**config.mk**
```make
export PLATFORM = sky130hd
export DESIGN_NAME = pwm_brake_ctrl
export DESIGN_NICKNAME = d
export VERILOG_FILES = /design/src/rtl/pwm_brake_pkg.sv /design/src/rtl/brake_cfg_reg.sv /design/src/rtl/brake_detect.sv /design/src/rtl/brake_oe_ctrl.sv /design/src/rtl/brake_out_gate.sv /design/src/rtl/pwm_brake_ctrl.sv
export SDC_FILE = /design/constraint.sdc
export NUM_CORES = 1
export LEC_CHECK = 0
export BUFFER_PORTS_ARGS = -buffer_cell sky130_fd_sc_hd__buf_2
export CAP_MARGIN = 40
export CORE_AREA = 2 2 39 41
export CTS_CLUSTER_DIAMETER = 80
export CTS_CLUSTER_SIZE = 8
export DETAILED_ROUTE_END_ITERATION = 7
export DIE_AREA = 0 0 41 43
export PLACE_DENSITY = 0.75
export REMOVE_ABC_BUFFERS = 1
export SYNTH_ARGS = -nofsm -noshare
export SYNTH_HDL_FRONTEND = slang
export SYNTH_SLANG_ARGS = --single-unit
```
**constraint.sdc**
```tcl
create_clock -name clk -period 1.4 [get_ports clk]
set_input_delay 0.28 -clock clk [delete_from_list [all_inputs] [get_ports clk]]
set_output_delay 0.28 -clock clk [all_outputs]
set_load 0.02 [all_outputs]
```
**src/rtl/pwm_brake_pkg.sv**
```systemverilog
`timescale 1ns/1ps
package pwm_brake_pkg;

    typedef struct packed {
        logic arm;
        logic pol;
    } brk_cfg_t;

    // Level driven on one channel pin for the given gating state.
    function automatic logic chan_level(
        input logic oe,
        input logic brk,
        input logic raw,
        input logic pol,
        input logic idle
    );
        logic lvl;
        if (brk)
            lvl = pol;          // inactive level of this channel
        else if (oe)
            lvl = raw ^ pol;
        else
            lvl = idle;
        return lvl;
    endfunction

endpackage

```
**src/rtl/brake_cfg_reg.sv**
```systemverilog
`timescale 1ns/1ps
module brake_cfg_reg
    import pwm_brake_pkg::*;
(
    input  logic     clk,
    input  logic     rst,
    input  logic     wr,
    input  brk_cfg_t wdata,
    output brk_cfg_t cfg
);
    logic     pend_v;
    brk_cfg_t pend;

    always_ff @(posedge clk) begin
        if (rst) begin
            pend_v <= 1'b0;
            pend   <= '0;
            cfg    <= '0;
        end else begin
            if (pend_v)
                cfg <= pend;
            pend_v <= wr;
            if (wr)
                pend <= wdata;
        end
    end

    // a pending value lands exactly one edge after capture
    p_cfg_delay_r3: assert property (@(posedge clk) disable iff (rst)
        pend_v |=> (cfg == $past(pend)));

endmodule

```
**src/rtl/brake_detect.sv**
```systemverilog
`timescale 1ns/1ps
module brake_detect
    import pwm_brake_pkg::*;
#(
    parameter int SYNC_STAGES = 2
) (
    input  logic     clk,
    input  logic     rst,
    input  brk_cfg_t cfg,
    input  logic     pin,
    input  logic     clk_fail,
    output logic     brk_now,
    output logic     brk_evt
);
    logic [SYNC_STAGES-1:0] stage;

    genvar g;
    generate
        for (g = 0; g < SYNC_STAGES; g++) begin : g_sync
            if (g == 0) begin : g_first
                always_ff @(posedge clk) begin
                    if (rst) stage[0] <= 1'b0;
                    else     stage[0] <= pin;
                end
            end else begin : g_next
                always_ff @(posedge clk) begin
                    if (rst) stage[g] <= 1'b0;
                    else     stage[g] <= stage[g-1];
                end
            end
        end
    endgenerate

    // Unsynchronized path: gates the outputs without waiting for a clock.
    assign brk_now = cfg.arm & ((pin ^ cfg.pol) | clk_fail);
    // Synchronized path: feeds the status flag.
    assign brk_evt = cfg.arm & ((stage[SYNC_STAGES-1] ^ cfg.pol) | clk_fail);

    // disarmed detector never reports
    p_disarmed_r2: assert property (@(posedge clk) disable iff (rst)
        !cfg.arm |-> (!brk_now && !brk_evt));

endmodule

```
**src/rtl/brake_oe_ctrl.sv**
```systemverilog
`timescale 1ns/1ps
module brake_oe_ctrl (
    input  logic clk,
    input  logic rst,
    input  logic brk_now,
    input  logic brk_evt,
    input  logic upd_evt,
    input  logic auto_oe,
    input  logic oe_set,
    input  logic flag_clr,
    output logic main_oe,
    output logic flag
);
    logic oe_q;

    always_ff @(posedge clk) begin
        if (rst)
            oe_q <= 1'b0;
        else if (brk_now)
            oe_q <= 1'b0;
        else if (oe_set || (upd_evt && auto_oe))
            oe_q <= 1'b1;
    end

    always_ff @(posedge clk) begin
        if (rst)
            flag <= 1'b0;
        else if (brk_evt)
            flag <= 1'b1;
        else if (flag_clr)
            flag <= 1'b0;
    end

    assign main_oe = oe_q & ~brk_now;

    // reset leaves enable and flag low
    p_reset_r1: assert property (@(posedge clk) rst |=> (!oe_q && !flag));
    // a brake seen at an edge keeps the enable low afterwards
    p_oe_clear_r5: assert property (@(posedge clk) disable iff (rst)
        brk_now |=> !oe_q);
    // no re-enable while braking
    p_no_reenable_r9: assert property (@(posedge clk) disable iff (rst)
        (brk_now && !$past(oe_q)) |=> !oe_q);
    // auto re-enable with no brake
    p_auto_r8: assert property (@(posedge clk) disable iff (rst)
        (upd_evt && auto_oe && !brk_now) |=> oe_q);
    // event wins over clear
    p_flag_set_r7: assert property (@(posedge clk) disable iff (rst)
        brk_evt |=> flag);

endmodule

```
**src/rtl/brake_out_gate.sv**
```systemverilog
`timescale 1ns/1ps
module brake_out_gate
    import pwm_brake_pkg::*;
#(
    parameter int NUM_CH = 4
) (
    input  logic              clk,
    input  logic              rst,
    input  logic              main_oe,
    input  logic              brk_now,
    input  logic [NUM_CH-1:0] raw,
    input  logic [NUM_CH-1:0] pol,
    input  logic [NUM_CH-1:0] idle,
    output logic [NUM_CH-1:0] out
);
    genvar c;
    generate
        for (c = 0; c < NUM_CH; c++) begin : g_ch
            assign out[c] = chan_level(main_oe, brk_now, raw[c], pol[c], idle[c]);

            // never at the active level while braking
            p_no_active_r6: assert property (@(posedge clk) disable iff (rst)
                brk_now |-> (out[c] != ~pol[c]));
        end
    endgenerate

endmodule

```
**src/rtl/pwm_brake_ctrl.sv**
```systemverilog
`timescale 1ns/1ps
module pwm_brake_ctrl
    import pwm_brake_pkg::*;
#(
    parameter int NUM_CH      = 4,
    parameter int SYNC_STAGES = 2
) (
    input  logic              clk,
    input  logic              rst,
    input  logic              brk_pin,
    input  logic              clk_fail,
    input  logic              cfg_wr,
    input  logic              cfg_arm,
    input  logic              cfg_pol,
    output logic              rd_arm,
    output logic              rd_pol,
    input  logic              auto_oe,
    input  logic              oe_set,
    input  logic              flag_clr,
    input  logic              irq_en,
    input  logic              dma_en,
    input  logic              upd_evt,
    input  logic [NUM_CH-1:0] ch_raw,
    input  logic [NUM_CH-1:0] ch_pol,
    input  logic [NUM_CH-1:0] ch_idle,
    output logic [NUM_CH-1:0] ch_out,
    output logic              main_oe,
    output logic              brk_flag,
    output logic              brk_irq,
    output logic              brk_dma
);
    brk_cfg_t wcfg, cfg;
    logic     brk_now, brk_evt;

    assign wcfg.arm = cfg_arm;
    assign wcfg.pol = cfg_pol;

    brake_cfg_reg u_cfg (
        .clk   (clk),
        .rst   (rst),
        .wr    (cfg_wr),
        .wdata (wcfg),
        .cfg   (cfg)
    );

    brake_detect #(.SYNC_STAGES(SYNC_STAGES)) u_det (
        .clk      (clk),
        .rst      (rst),
        .cfg      (cfg),
        .pin      (brk_pin),
        .clk_fail (clk_fail),
        .brk_now  (brk_now),
        .brk_evt  (brk_evt)
    );

    brake_oe_ctrl u_oe (
        .clk      (clk),
        .rst      (rst),
        .brk_now  (brk_now),
        .brk_evt  (brk_evt),
        .upd_evt  (upd_evt),
        .auto_oe  (auto_oe),
        .oe_set   (oe_set),
        .flag_clr (flag_clr),
        .main_oe  (main_oe),
        .flag     (brk_flag)
    );

    brake_out_gate #(.NUM_CH(NUM_CH)) u_gate (
        .clk     (clk),
        .rst     (rst),
        .main_oe (main_oe),
        .brk_now (brk_now),
        .raw     (ch_raw),
        .pol     (ch_pol),
        .idle    (ch_idle),
        .out     (ch_out)
    );

    assign rd_arm  = cfg.arm;
    assign rd_pol  = cfg.pol;
    assign brk_irq = brk_flag & irq_en;
    assign brk_dma = brk_flag & dma_en;

    // with the pin active and armed the enable output is low at once
    p_async_drop_r5: assert property (@(posedge clk) disable iff (rst)
        (rd_arm && (brk_pin ^ rd_pol)) |-> !main_oe);

endmodule

```
==> flow_summary.toml <==
[cts]
ctsHtreeMaxLevel = 1
clkSinkCount = 9
cts_tree = "yes"
ctsRootBufferMaster = "clkbuf_4"
path_clk_slew_ns = 0.06
cts_buffers = 3
insertion_delay_ns = 0.25
clk_path_buf_depth = 2

[logic_synthesis]
synth_flop_cell = "dfxtp_1"
synth_area_sq_um = 458
synthAdderAreaFrac_pct = 0
synth_top_cell_by_area = "dfxtp_1"
avgSynthCellArea_sq_um = 8.48
synth_xor_area_share_pct = 3.83
synth_top_family_by_area = "simple AND/OR/NAND/NOR gates"
postSynthCellCount = 54
yosys_warnings = 0
synth.distinct_cells = 16
synthTopCellsByCount = "a21oi_1 (9), dfxtp_1 (9), nand2b_1 (5), o21ai_0 (5)"
ys_seq_elements = 9
synth.area.top_cells = "dfxtp_1 (39%), a21oi_1 (9.8%), mux2i_1 (8.7%)"
synth_edf_count = 0
yosysSeqAreaShare_pct = 39.3
synthSimpleGateAreaFrac_pct = 25.1
synth_compound_area_share_pct = 20.5
synthMuxAreaShare_pct = 8.74
synthDominantCellAreaShare_pct = 39.3
async_reset_ff_share_pct = 0

[timing]
rsz0062_at_grt = "true"
timing.slew.headroom_pct = 81.3
tightest_slew_ns = 0.278
timing.final.ws_setup_ns = -0.198
fin_crit_sh_pct = 114
slew_viol_final = 0
period_needed_ns = 1.60
finalHoldViolCount = 0
fin_skew_ns = 0.00252
clock.fmax_mhz = 626
hold_slack_ns = 0.269
setup_viol = 5

[global_route]
grt_usage_pct = 12.9
grt_pass1_vias = 465
grt_use_met1_pct = 10.7
antenna_found_initial = 0
gr-usage-met3_pct = 4.71
grt.overflow.total = 0
grtUsageMet2_pct = 24.1
grt_pass1_wl_microns = 1570
grt-busiest-layer = "met2"
grt_start_max_net_pins = 15

[placed_design]
place.gp.congestion = 0.612
portBuffers = 34
dp_slack_ns = -0.115
dp_hpwl_microns = 834

[power_and_ir_drop]
p_leak_nw = 0.355
peakVddDrop_uv = 653
seq_power_share_pct = 45.2
p_sw_uw = 167
total_power_uw = 625
combPwrFrac_pct = 24.3
p_clk_share_pct = 30.5
p_int_uw = 459
p_sw_share_pct = 26.7
power.density_nw_per_um2 = 859

[critical_path]
critPathKind = "flip-flop to output port"
end_kind = "output port"
critical_path.max_fanout = 6
crit_path_end = "main_oe"
startpoint_type = "flip-flop"
arrival_ns = 1.32
crit_required_ns = 1.12
timing.rr.start = "u_cfg.cfg[0]$_SDFFE_PP0P_"
rr_worst_depth = 5
cp-startpoint = "u_cfg.cfg[0]$_SDFFE_PP0P_"
r2r_slack_ns = 0.32
r2r-end = "u_oe.oe_q$_SDFFE_PP0P_"

[hold_path]
worstHoldPathType = "primary input to flip-flop"
hold_path_depth = 3

[drt]
first_pass_iters = 1
post_drt_wl_per_cell_microns = 9.43
vias_per_cell = 4.55
vias = 496
drt_iter0_markers = 0
wl_microns = 1030
drc = 0
antenna_left = 0

[final_layout]
seq_area_sq_um = 183
area_delta_synth_final_pct = 59.0
drive_above_1_share_pct = 52.7
num_antenna_cells = 0
nets = 119
n_fill_cell = 142
final_util_pct = 52.6
multi_input_area_sq_um = 283

[floorplanning]
die_width_microns = 41
die_h_microns = 43
boundaryPins = 35
initial_core_util_pct = 33.1
core_sq_um = 1380
dieArea_sq_um = 1760
row_count = 14

[outcome]
outcome = "finished, violations left"
violations = "negative setup slack"

[flow_run]
drv_cap = 0
[cells by family (layout without fill, tap and decap cells)]
kind of cell,after synthesis,count (layout)
buf+inv,3,42
xor+xnor,2,2
compound gates,16,16
simple gates,20,20
flops,9,9
mux,4,4
[layout by cell type (no fill, tap or decap), types with 3 or more instances in the layout]
| master | synthesis | routed |
|---|---|---|
| a21oi_1 | 9 | 7 |
| buf_2 | 0 | 29 |
| buf_4 | 0 | 6 |
| clkbuf_4 | 0 | 3 |
| dfxtp_1 | 9 | 7 |
| mux2i_1 | 4 | 4 |
| nand2b_1 | 5 | 5 |
| nand3_1 | 4 | 4 |
| nor2_1 | 4 | 4 |
| nor2b_1 | 3 | 3 |
| o21ai_0 | 5 | 5 |
[worst max-delay path: stages, from the launching register on]
cell and delay, ns:
dfxtp_2 0.33, xor2_2 0.15, o21ai_4 0.21, buf_6 0.14, and2_4 0.13, buf_6 0.10
[power by group through the flow]
stage / sequential (mW) / clock (mW) / combinational, mW
2_1_floorplan: 0.287 / 0 / 0.0667
3_3_place_gp: 0.287 / 0 / 0.129
3_5_place_dp: 0.288 / 0 / 0.133
4_1_cts: 0.283 / 0.198 / 0.152
5_1_grt: 0.285 / 0.216 / 0.166
6_report: 0.283 / 0.191 / 0.152
[registers in the layout, summed over array words and instances (netlist names)]
register      count
u_oe.flag         1
u_oe.oe_q         1
u_cfg.cfg         2
u_cfg.pend_v      1
u_cfg.pend        2
u_det.stage       2
[final cells by class]
class / count / area share (%)
multi-input cells: 42 / 38.8
repair buffers: 37 / 29.2
flip-flops and latches: 9 / 25.1
clock buffers: 4 / 3.61
well taps: 16 / 2.75
inverters: 1 / 0.515
[how the worst min path moves through the flow]
stage	startpoint	to	slack, ns
final	cfg_arm	u_cfg.pend[1]$_SDFFE_PP0P_	0.27
after global routing	oe_set	u_oe.oe_q$_SDFFE_PP0P_	0.28
after CTS	cfg_arm	u_cfg.pend[1]$_SDFFE_PP0P_	0.27
after detailed placement	u_det.stage[0]$_SDFF_PP0_	u_det.stage[1]$_SDFF_PP0_	0.43
after global placement	u_det.stage[0]$_SDFF_PP0_	u_det.stage[1]$_SDFF_PP0_	0.42
after floorplan	rst	u_oe.flag$_SDFFE_PP0P_	0.35
[metrics by stage]
stage	instances	setup TNS, ns	instance area, sq um
2_1_floorplan	52	-0.719	450
3_3_place_gp	103	-0.335	648
3_5_place_dp	103	-0.384	648
4_1_cts	109	-1.16	723
5_1_grt	109	-1.28	728
6_report	109	-0.960	728
[per-layer routing]
layer  share of wire, %  wire [microns]  vias up
met2                 56             573       19
li1                   -               -      263
met4                1.1              11        0
met5                  0               0        -
met1                 36             371      212
met3                7.0              72        2
[repair_timing]
item / CTS / global route
resized for setup: 12 / 2
setup buffers: 2 / 0
hold buffers: 0 / 0
endpoints found under the setup margin: 5 / 5
pin swaps: 3 / 1
(Power assumes the default switching activity.)
